===== src/rtl/des_pkg.sv =====
package des_pkg;

  localparam int BLK_W   = 64;
  localparam int HALF_W  = 32;
  localparam int CD_W    = 56;
  localparam int SUB_W   = 48;
  localparam int NBYTES  = BLK_W / 8;
  localparam int ROUND_W = 4;

  localparam int IP_T [64] = '{
    58,50,42,34,26,18,10,2, 60,52,44,36,28,20,12,4,
    62,54,46,38,30,22,14,6, 64,56,48,40,32,24,16,8,
    57,49,41,33,25,17,9,1,  59,51,43,35,27,19,11,3,
    61,53,45,37,29,21,13,5, 63,55,47,39,31,23,15,7};

  localparam int E_T [48] = '{
    32,1,2,3,4,5,     4,5,6,7,8,9,       8,9,10,11,12,13,   12,13,14,15,16,17,
    16,17,18,19,20,21, 20,21,22,23,24,25, 24,25,26,27,28,29, 28,29,30,31,32,1};

  localparam int P_T [32] = '{
    16,7,20,21,29,12,28,17, 1,15,23,26,5,18,31,10,
    2,8,24,14,32,27,3,9,    19,13,30,6,22,11,4,25};

  localparam int PC1_T [56] = '{
    57,49,41,33,25,17,9,  1,58,50,42,34,26,18,
    10,2,59,51,43,35,27,  19,11,3,60,52,44,36,
    63,55,47,39,31,23,15, 7,62,54,46,38,30,22,
    14,6,61,53,45,37,29,  21,13,5,28,20,12,4};

  localparam int PC2_T [48] = '{
    14,17,11,24,1,5,   3,28,15,6,21,10,   23,19,12,4,26,8,   16,7,27,20,13,2,
    41,52,31,37,47,55, 30,40,51,45,33,48, 44,49,39,56,34,53, 46,42,50,36,29,32};

  localparam int SB1 [64] = '{
    14,4,13,1,2,15,11,8,3,10,6,12,5,9,0,7,  0,15,7,4,14,2,13,1,10,6,12,11,9,5,3,8,
    4,1,14,8,13,6,2,11,15,12,9,7,3,10,5,0,  15,12,8,2,4,9,1,7,5,11,3,14,10,0,6,13};
  localparam int SB2 [64] = '{
    15,1,8,14,6,11,3,4,9,7,2,13,12,0,5,10,  3,13,4,7,15,2,8,14,12,0,1,10,6,9,11,5,
    0,14,7,11,10,4,13,1,5,8,12,6,9,3,2,15,  13,8,10,1,3,15,4,2,11,6,7,12,0,5,14,9};
  localparam int SB3 [64] = '{
    10,0,9,14,6,3,15,5,1,13,12,7,11,4,2,8,  13,7,0,9,3,4,6,10,2,8,5,14,12,11,15,1,
    13,6,4,9,8,15,3,0,11,1,2,12,5,10,14,7,  1,10,13,0,6,9,8,7,4,15,14,3,11,5,2,12};
  localparam int SB4 [64] = '{
    7,13,14,3,0,6,9,10,1,2,8,5,11,12,4,15,  13,8,11,5,6,15,0,3,4,7,2,12,1,10,14,9,
    10,6,9,0,12,11,7,13,15,1,3,14,5,2,8,4,  3,15,0,6,10,1,13,8,9,4,5,11,12,7,2,14};
  localparam int SB5 [64] = '{
    2,12,4,1,7,10,11,6,8,5,3,15,13,0,14,9,  14,11,2,12,4,7,13,1,5,0,15,10,3,9,8,6,
    4,2,1,11,10,13,7,8,15,9,12,5,6,3,0,14,  11,8,12,7,1,14,2,13,6,15,0,9,10,4,5,3};
  localparam int SB6 [64] = '{
    12,1,10,15,9,2,6,8,0,13,3,4,14,7,5,11,  10,15,4,2,7,12,9,5,6,1,13,14,0,11,3,8,
    9,14,15,5,2,8,12,3,7,0,4,10,1,13,11,6,  4,3,2,12,9,5,15,10,11,14,1,7,6,0,8,13};
  localparam int SB7 [64] = '{
    4,11,2,14,15,0,8,13,3,12,9,7,5,10,6,1,  13,0,11,7,4,9,1,10,14,3,5,12,2,15,8,6,
    1,4,11,13,12,3,7,14,10,15,6,8,0,5,9,2,  6,11,13,8,1,4,10,7,9,5,0,15,14,2,3,12};
  localparam int SB8 [64] = '{
    13,2,8,4,6,15,11,1,10,9,3,14,5,0,12,7,  1,15,13,8,10,3,7,4,12,5,6,11,0,14,9,2,
    7,11,4,1,9,12,14,2,0,6,10,13,15,3,5,8,  2,1,14,7,4,10,8,13,15,12,9,0,3,5,6,11};

  // Tables count bits from 1 at the MSB; vector index = width - table entry.
  function automatic logic [BLK_W-1:0] perm_initial(input logic [BLK_W-1:0] x);
    logic [BLK_W-1:0] y;
    for (int i = 0; i < BLK_W; i++) y[BLK_W-1-i] = x[BLK_W-IP_T[i]];
    return y;
  endfunction

  // Final permutation computed as the inverse of the initial one.
  function automatic logic [BLK_W-1:0] perm_final(input logic [BLK_W-1:0] x);
    logic [BLK_W-1:0] y;
    for (int i = 0; i < BLK_W; i++) y[BLK_W-IP_T[i]] = x[BLK_W-1-i];
    return y;
  endfunction

  function automatic logic [SUB_W-1:0] expand_half(input logic [HALF_W-1:0] x);
    logic [SUB_W-1:0] y;
    for (int i = 0; i < SUB_W; i++) y[SUB_W-1-i] = x[HALF_W-E_T[i]];
    return y;
  endfunction

  function automatic logic [HALF_W-1:0] perm_p(input logic [HALF_W-1:0] x);
    logic [HALF_W-1:0] y;
    for (int i = 0; i < HALF_W; i++) y[HALF_W-1-i] = x[HALF_W-P_T[i]];
    return y;
  endfunction

  function automatic logic [CD_W-1:0] choice_one(input logic [BLK_W-1:0] k);
    logic [CD_W-1:0] y;
    for (int i = 0; i < CD_W; i++) y[CD_W-1-i] = k[BLK_W-PC1_T[i]];
    return y;
  endfunction

  // Scatters the rotated halves back to the key positions; parity bits kept.
  function automatic logic [BLK_W-1:0] choice_one_back(input logic [CD_W-1:0] cd,
                                                       input logic [BLK_W-1:0] k_old);
    logic [BLK_W-1:0] y;
    y = k_old;
    for (int i = 0; i < CD_W; i++) y[BLK_W-PC1_T[i]] = cd[CD_W-1-i];
    return y;
  endfunction

  function automatic logic [SUB_W-1:0] choice_two(input logic [CD_W-1:0] cd);
    logic [SUB_W-1:0] y;
    for (int i = 0; i < SUB_W; i++) y[SUB_W-1-i] = cd[CD_W-PC2_T[i]];
    return y;
  endfunction

  function automatic logic [3:0] sbox_lookup(input int box, input logic [5:0] b);
    int idx;
    int v;
    idx = int'({b[5], b[0], b[4:1]});
    case (box)
      0: v = SB1[idx];
      1: v = SB2[idx];
      2: v = SB3[idx];
      3: v = SB4[idx];
      4: v = SB5[idx];
      5: v = SB6[idx];
      6: v = SB7[idx];
      default: v = SB8[idx];
    endcase
    return 4'(v);
  endfunction

  function automatic logic [HALF_W-1:0] feistel_f(input logic [HALF_W-1:0] r,
                                                  input logic [SUB_W-1:0] k);
    logic [SUB_W-1:0]  e;
    logic [HALF_W-1:0] s;
    e = expand_half(r) ^ k;
    for (int b = 0; b < 8; b++) s[HALF_W-1-4*b -: 4] = sbox_lookup(b, e[SUB_W-1-6*b -: 6]);
    return perm_p(s);
  endfunction

  // Rotation amount for schedule step n: one position at steps 0, 1, 8, 15.
  function automatic logic step_is_two(input logic [ROUND_W-1:0] n);
    return !(n == 4'd0 || n == 4'd1 || n == 4'd8 || n == 4'd15);
  endfunction

  function automatic logic [27:0] rot_left(input logic [27:0] h, input logic two);
    return two ? {h[25:0], h[27:26]} : {h[26:0], h[27]};
  endfunction

  function automatic logic [27:0] rot_right(input logic [27:0] h, input logic two);
    return two ? {h[1:0], h[27:2]} : {h[0], h[27:1]};
  endfunction

endpackage


===== src/rtl/des_byte_bank.sv =====
module des_byte_bank
  import des_pkg::*;
#(
  parameter int N_BYTES = 8,
  localparam int AW = $clog2(N_BYTES),
  localparam int WW = 8 * N_BYTES
) (
  input  logic          clk,
  input  logic          rst_n,
  input  logic          wr_en,
  input  logic [AW-1:0] wr_addr,
  input  logic [7:0]    wr_data,
  input  logic          load_en,
  input  logic [WW-1:0] load_word,
  input  logic [AW-1:0] rd_addr,
  output logic [7:0]    rd_byte,
  output logic [WW-1:0] word
);

  logic [7:0] bytes_q [N_BYTES];

  for (genvar g = 0; g < N_BYTES; g++) begin : g_byte
    logic hit;
    assign hit = wr_en && (wr_addr == AW'(g));
    always_ff @(posedge clk or negedge rst_n) begin
      if (!rst_n)       bytes_q[g] <= '0;
      else if (load_en) bytes_q[g] <= load_word[8*g +: 8];
      else if (hit)     bytes_q[g] <= wr_data;
    end
    assign word[8*g +: 8] = bytes_q[g];
  end

  assign rd_byte = bytes_q[rd_addr];

  AST_BANK_HOLD: assert property (@(posedge clk) disable iff (!rst_n)
    (!load_en && !wr_en) |=> $stable(word));

  AST_CMD_WINS: assert property (@(posedge clk) disable iff (!rst_n)
    load_en |=> (word == $past(load_word)));

endmodule


===== src/rtl/des_key_step.sv =====
module des_key_step
  import des_pkg::*;
(
  input  logic [BLK_W-1:0]   key_in,
  input  logic [ROUND_W-1:0] round,
  input  logic               decrypt,
  output logic [SUB_W-1:0]   subkey,
  output logic [BLK_W-1:0]   key_out
);

  logic [CD_W-1:0] cd_now;
  logic [CD_W-1:0] cd_left;
  logic [CD_W-1:0] cd_right;
  logic [CD_W-1:0] cd_next;
  logic            enc_two;
  logic            dec_two;

  assign cd_now  = choice_one(key_in);
  assign enc_two = step_is_two(round);
  assign dec_two = step_is_two(~round);

  assign cd_left  = {rot_left(cd_now[55:28], enc_two),  rot_left(cd_now[27:0], enc_two)};
  assign cd_right = {rot_right(cd_now[55:28], dec_two), rot_right(cd_now[27:0], dec_two)};

  // Encrypt: rotate first, then select. Decrypt: select, then rotate back.
  assign cd_next = decrypt ? cd_right : cd_left;
  assign subkey  = decrypt ? choice_two(cd_now) : choice_two(cd_left);
  assign key_out = choice_one_back(cd_next, key_in);

endmodule


===== src/rtl/des_data_step.sv =====
module des_data_step
  import des_pkg::*;
(
  input  logic [BLK_W-1:0]   blk_in,
  input  logic [ROUND_W-1:0] round,
  input  logic [SUB_W-1:0]   subkey,
  output logic [BLK_W-1:0]   blk_out,
  output logic               first_round,
  output logic               last_round
);

  logic [BLK_W-1:0]  pre;
  logic [HALF_W-1:0] l_in;
  logic [HALF_W-1:0] r_in;
  logic [HALF_W-1:0] r_new;

  assign first_round = (round == '0);
  assign last_round  = (round == '1);

  assign pre   = first_round ? perm_initial(blk_in) : blk_in;
  assign l_in  = pre[BLK_W-1:HALF_W];
  assign r_in  = pre[HALF_W-1:0];
  assign r_new = l_in ^ feistel_f(r_in, subkey);

  assign blk_out = last_round ? perm_final({r_new, r_in}) : {r_in, r_new};

endmodule


===== src/rtl/des_round_unit.sv =====
module des_round_unit
  import des_pkg::*;
(
  input  logic         clk,
  input  logic         rst_n,
  input  logic         wr_en,
  input  logic         wr_key,
  input  logic [2:0]   wr_addr,
  input  logic [7:0]   wr_data,
  input  logic         rd_key,
  input  logic [2:0]   rd_addr,
  output logic [7:0]   rd_data,
  input  logic         cmd_valid,
  input  logic [3:0]   cmd_round,
  input  logic         cmd_decrypt
);

  logic [BLK_W-1:0] data_word;
  logic [BLK_W-1:0] key_word;
  logic [BLK_W-1:0] data_next;
  logic [BLK_W-1:0] key_next;
  logic [SUB_W-1:0] subkey;
  logic [7:0]       data_rd;
  logic [7:0]       key_rd;
  logic             first_round;
  logic             last_round;
  logic             block_done;

  des_byte_bank #(.N_BYTES(NBYTES)) data_bank_i (
    .clk(clk), .rst_n(rst_n),
    .wr_en(wr_en && !wr_key), .wr_addr(wr_addr), .wr_data(wr_data),
    .load_en(cmd_valid), .load_word(data_next),
    .rd_addr(rd_addr), .rd_byte(data_rd), .word(data_word)
  );

  des_byte_bank #(.N_BYTES(NBYTES)) key_bank_i (
    .clk(clk), .rst_n(rst_n),
    .wr_en(wr_en && wr_key), .wr_addr(wr_addr), .wr_data(wr_data),
    .load_en(cmd_valid), .load_word(key_next),
    .rd_addr(rd_addr), .rd_byte(key_rd), .word(key_word)
  );

  des_key_step key_step_i (
    .key_in(key_word), .round(cmd_round), .decrypt(cmd_decrypt),
    .subkey(subkey), .key_out(key_next)
  );

  des_data_step data_step_i (
    .blk_in(data_word), .round(cmd_round), .subkey(subkey),
    .blk_out(data_next), .first_round(first_round), .last_round(last_round)
  );

  assign rd_data    = rd_key ? key_rd : data_rd;
  assign block_done = cmd_valid && last_round;

  // Observation state for the assertions below.
  logic [ROUND_W-1:0] next_round_q;
  logic               dir_q;
  logic [BLK_W-1:0]   key_snap_q;

  always_ff @(posedge clk or negedge rst_n) begin
    if (!rst_n) begin
      next_round_q <= '0;
      dir_q        <= 1'b0;
      key_snap_q   <= '0;
    end else if (cmd_valid) begin
      next_round_q <= cmd_round + 4'd1;
      if (first_round) begin
        dir_q      <= cmd_decrypt;
        key_snap_q <= key_word;
      end
    end
  end

  AST_ROUND_ORDER: assert property (@(posedge clk) disable iff (!rst_n)
    cmd_valid |-> (cmd_round == next_round_q));

  AST_DIR_STEADY: assert property (@(posedge clk) disable iff (!rst_n)
    (cmd_valid && !first_round) |-> (cmd_decrypt == dir_q));

  AST_KEY_RESTORED: assert property (@(posedge clk) disable iff (!rst_n)
    block_done |=> (key_word == key_snap_q));

  AST_PARITY_KEPT: assert property (@(posedge clk) disable iff (!rst_n)
    cmd_valid |=> ((key_word & 64'h0101010101010101) ==
                   ($past(key_word) & 64'h0101010101010101)));

endmodule


===== config.mk =====
export PLATFORM = sky130hd
export DESIGN_NAME = des_round_unit
export DESIGN_NICKNAME = d
export VERILOG_FILES = /design/src/rtl/des_pkg.sv /design/src/rtl/des_byte_bank.sv /design/src/rtl/des_key_step.sv /design/src/rtl/des_data_step.sv /design/src/rtl/des_round_unit.sv
export SDC_FILE = /design/constraint.sdc
export NUM_CORES = 1
export LEC_CHECK = 0
export ABC_AREA = 0
export BUFFER_PORTS_ARGS = -buffer_cell sky130_fd_sc_hd__buf_4
export CORE_UTILIZATION = 45
export CTS_CLUSTER_SIZE = 25
export DETAILED_ROUTE_END_ITERATION = 7
export PLACE_DENSITY = 0.56
export SYNTH_ARGS = -nofsm -noshare
export SYNTH_HDL_FRONTEND = slang
export SYNTH_SLANG_ARGS = --single-unit

===== constraint.sdc =====
create_clock -name clk -period 6.9 [get_ports clk]
set_clock_uncertainty 0.1 [all_clocks]
set_input_delay 0.345 -clock clk [delete_from_list [all_inputs] [get_ports clk]]
set_output_delay 0.345 -clock clk [all_outputs]
set_load 0.02 [all_outputs]

==> flow_summary_export.csv <==
group,metric,value,unit
synth,synth-compound-area-share,0.243,
synth,synth_area_per_cell,7.82,um^2
routing,route.detailed.wl_per_inst,27.8,um
synth,synth_edf_count,0,
synth,synth_top_family_by_area,"compound AO/OA/AOI/OAI gates",
cts,path_clk_slew,0.06,ns
routing,via_count,18314,
synth,synth-async-reset-ratio,1.00,
grt,gr-total-overflow,0,
floorplanning,design.core.area,36900,um^2
cts,numCtsBuffers,17,
routing,dr.pass1.iters,6,
layout,fin_nets,2178,
synth,synth_area_leaders,"dfrtp_1 19%, mux2i_1 9.5%, mux4_2 7.8%, nand2_1 5.7%, ha_1 4.3%",
worst_setup_path,timing.critical_path.buf_inv,2,
cts,root_buffer,"clkbuf_16",
floorplanning,start_util,0.461,
cts,post_cts_buffers,0,
worst_setup_path,crit_type,"in -> reg",
synth,yosys.area.top_type_share,0.188,
timing,fmax,196,MHz
layout,fill_cells,3620,
synth,yosysWarnings,0,
synth,synth-simple-area-share,0.227,
cts,cts.sinks,128,
layout,layout.cells.non_filler,2612,
timing,hold_viol_final,0,
worst_setup_path,required,7.13,ns
synth,yosys.area.top_type,"dfrtp_1",
grt,grt_antenna_before_repair,0,
worst_setup_path,worstPathMaxFanout,24,
timing,drv_slew,0,
cts,htreeDepth,4,
synth,syn_inst,2175,
floorplanning,die_w,196,um
synth,muxShareOfSynthArea,0.203,
worst_setup_path,cp_num_cells,12,
routing,drtAntennaViolNets,0,
grt,grt_max_degree,81,
timing,setup_tns,0,ns
worst_setup_path,crit_chain,"buf_4 -> nor4_2 -> buf_12 -> mux2i_1 -> xor2_1 -> ha_1 -> nand2_1 -> o21ai_0 -> a221o_1 -> a221oi_2 -> xnor2_1 -> a222oi_1",
synth,synth_nets,2258,
cts,cts_tree,"done",
placed_design,dp.cells,2579,
placed_design,port_buffers,32,
routing,finalWirelength,72.6,mm
worst_setup_path,crit_family,"compound AO/OA/AOI/OAI gates",
worst_setup_path,cp.arrival,5.34,ns
placed_design,hpwl,52.7,mm
worst_setup_path,cp_slowest_stage_delay,0.90,ns
synth,ys.flop_type,"dfrtp_1",
pwr,p_leak,0.00704,uW
worst_setup_path,endpoint_kind,"flop",
cts,clockBufferDepth,2,
flow_run,maxCapViolations,0,
cts,clk_latency,0.46,ns
synth,synth_xor_area_frac,0.0410,
cts,ctsResizeCount,0,
timing,setup_viol,0,
grt,grt_pass1_wl,109,mm
worst_setup_path,worst_path_max_delay_cell,"nor4_2",
timing,period_minus_slack,5.11,ns
synth,ys_ff_latch,128,
cts,hold_buffers,1,
floorplanning,io_pins,33,
layout,syn_to_final_growth,6.94,%
layout,multi_input_area,12900,um^2
timing,worst_pin_slew,1.16,ns
floorplanning,rows,70,
timing,fin_crit_sh,0.740,
layout,drive_above_1_share,0.124,
grt,grtUsageTotal,0.374,
floorplanning,dieArea,38600,um^2
routing,viasPerCell,7.01,
min_path,hold_path_depth,2,
layout,regArea,3200,um^2
placed_design,place.gp.congestion,1.02,
routing,drt_iter0_markers,2424,
worst_setup_path,startpoint_type,"input pin",
timing,relSlewSlack,0.217,
run_status,run_status,"finished, final reports clean",
timing,rsz0062_at_grt,"no",
floorplanning,die_y,196,um
pwr,cellPowerDensity,487,nW/um^2
min_path,hp-class,"in -> reg",
synth,synth-adder-area-share,0.0427,
worst_setup_path,reg2reg_depth,11,
routing,drc,0,
layout,insertedDiodeCount,0,
synth,synth_area,17000,um^2
pwr,vdd_ir_drop_max,0.000244,V
synth,ys_types,90,
grt,grt_pass1_vias,16816,
synth,seq_area_frac_synth,0.188,
## worst reg2reg max path: stages (launching register included)
cell,delay [ns]
dfrtp_1,0.52
nor4_1,0.96
or4_1,0.25
and2_1,0.37
inv_2,0.17
ha_1,0.26
or2_2,0.29
mux4_2,0.44
mux2_2,0.28
mux2i_1,0.21
xor2_1,0.13
a221o_1,0.35
## per-stage QoR
step           setup WS (ns)  utilization  power, uW  area [um^2]  hold WS (ns)
2_1_floorplan           2.84            -       5790        17000       -0.0506
3_3_place_gp            1.51        0.476       7590        17500         0.324
3_5_place_dp            1.47        0.476       7620        17500         0.312
4_1_cts                 1.96        0.493       8680        18200         0.180
5_1_grt                 1.61        0.493       9400        18200         0.195
6_report                1.79        0.493       8860        18200         0.197
## layout by cell type, fill, tap and decap left out, drive strengths merged, types with 12 or more instances in the layout
cell | Yosys | layout
o31ai | 31 | 31
o221ai | 14 | 14
and3 | 37 | 37
nor2b | 13 | 13
or4 | 14 | 14
xor2 | 29 | 29
or2 | 13 | 13
o211ai | 46 | 46
a21boi | 20 | 20
o311ai | 12 | 12
nor2 | 184 | 184
a21oi | 93 | 93
mux2 | 44 | 44
xnor2 | 49 | 49
dfrtp | 128 | 128
nand4 | 35 | 35
nor3 | 53 | 53
o22ai | 14 | 14
clkbuf | 124 | 20
nand2 | 261 | 261
ha | 58 | 58
nor4 | 26 | 26
mux4 | 59 | 59
mux2i | 162 | 162
and2 | 12 | 12
o21ai | 145 | 145
a211oi | 40 | 40
a31oi | 51 | 51
a221oi | 13 | 13
buf | 56 | 80
nand2b | 27 | 27
inv | 48 | 50
nand3 | 111 | 111
## sequential cells by signal (all words and copies together) (netlist names)
name and cells:
data_bank_i.word 64, key_bank_i.word 64
## final cells by class
class,count,area share
tap,504,0.0347
sequential,128,0.176
clock inverter,12,0.00990
multi-input combinational,1818,0.709
timing repair buffer,81,0.0351
clock buffer,20,0.0251
inverter,49,0.0101
## cell usage after synthesis, drive strengths merged, types with 40 or more instances
| master | n |
|---|---|
| nand3 | 111 |
| clkbuf | 124 |
| o21ai | 145 |
| dfrtp | 128 |
| buf | 56 |
| nor2 | 184 |
| a21oi | 93 |
| a211oi | 40 |
| o211ai | 46 |
| mux2i | 162 |
| a31oi | 51 |
| ha | 58 |
| mux2 | 44 |
| mux4 | 59 |
| nand2 | 261 |
| inv | 48 |
| xnor2 | 49 |
| nor3 | 53 |
## path summary, 6_finish.rpt
path	startpoint	endpoint	slack [ns]
min	wr_data[0]	key_bank_i.word[16]	0.20
max reg2reg	key_bank_i.word[12]	data_bank_i.word[48]	2.46
min reg2reg	key_bank_i.word[56]	key_bank_i.word[56]	0.41
max	cmd_round[2]	data_bank_i.word[62]	1.79
max in group asynchronous	rst_n	key_bank_i.word[42]	4.93
min in group asynchronous	rst_n	data_bank_i.word[27]	0.39
## metal layers
layer	part of all wire	vias to the layer above	global-route usage
met5	0	-	0
met3	0.12	195	0.0960
met2	0.42	1182	0.536
met4	0.042	0	0.146
li1	-	8086	-
met1	0.42	8851	0.534
## kinds of logic after synthesis
group	count (synthesis)
flops	128
simple gates	814
compound gates	603
xor+xnor	78
mux	265
fa+ha+maj	58
buf+inv	229
## report_power, final
group,total [uW],switching [uW],internal [uW]
clock network,1030,407,626
logic,6410,3940,2480
registers,1420,449,966
total,8860,4790,4070
Power figures use the tool's default switching activity.
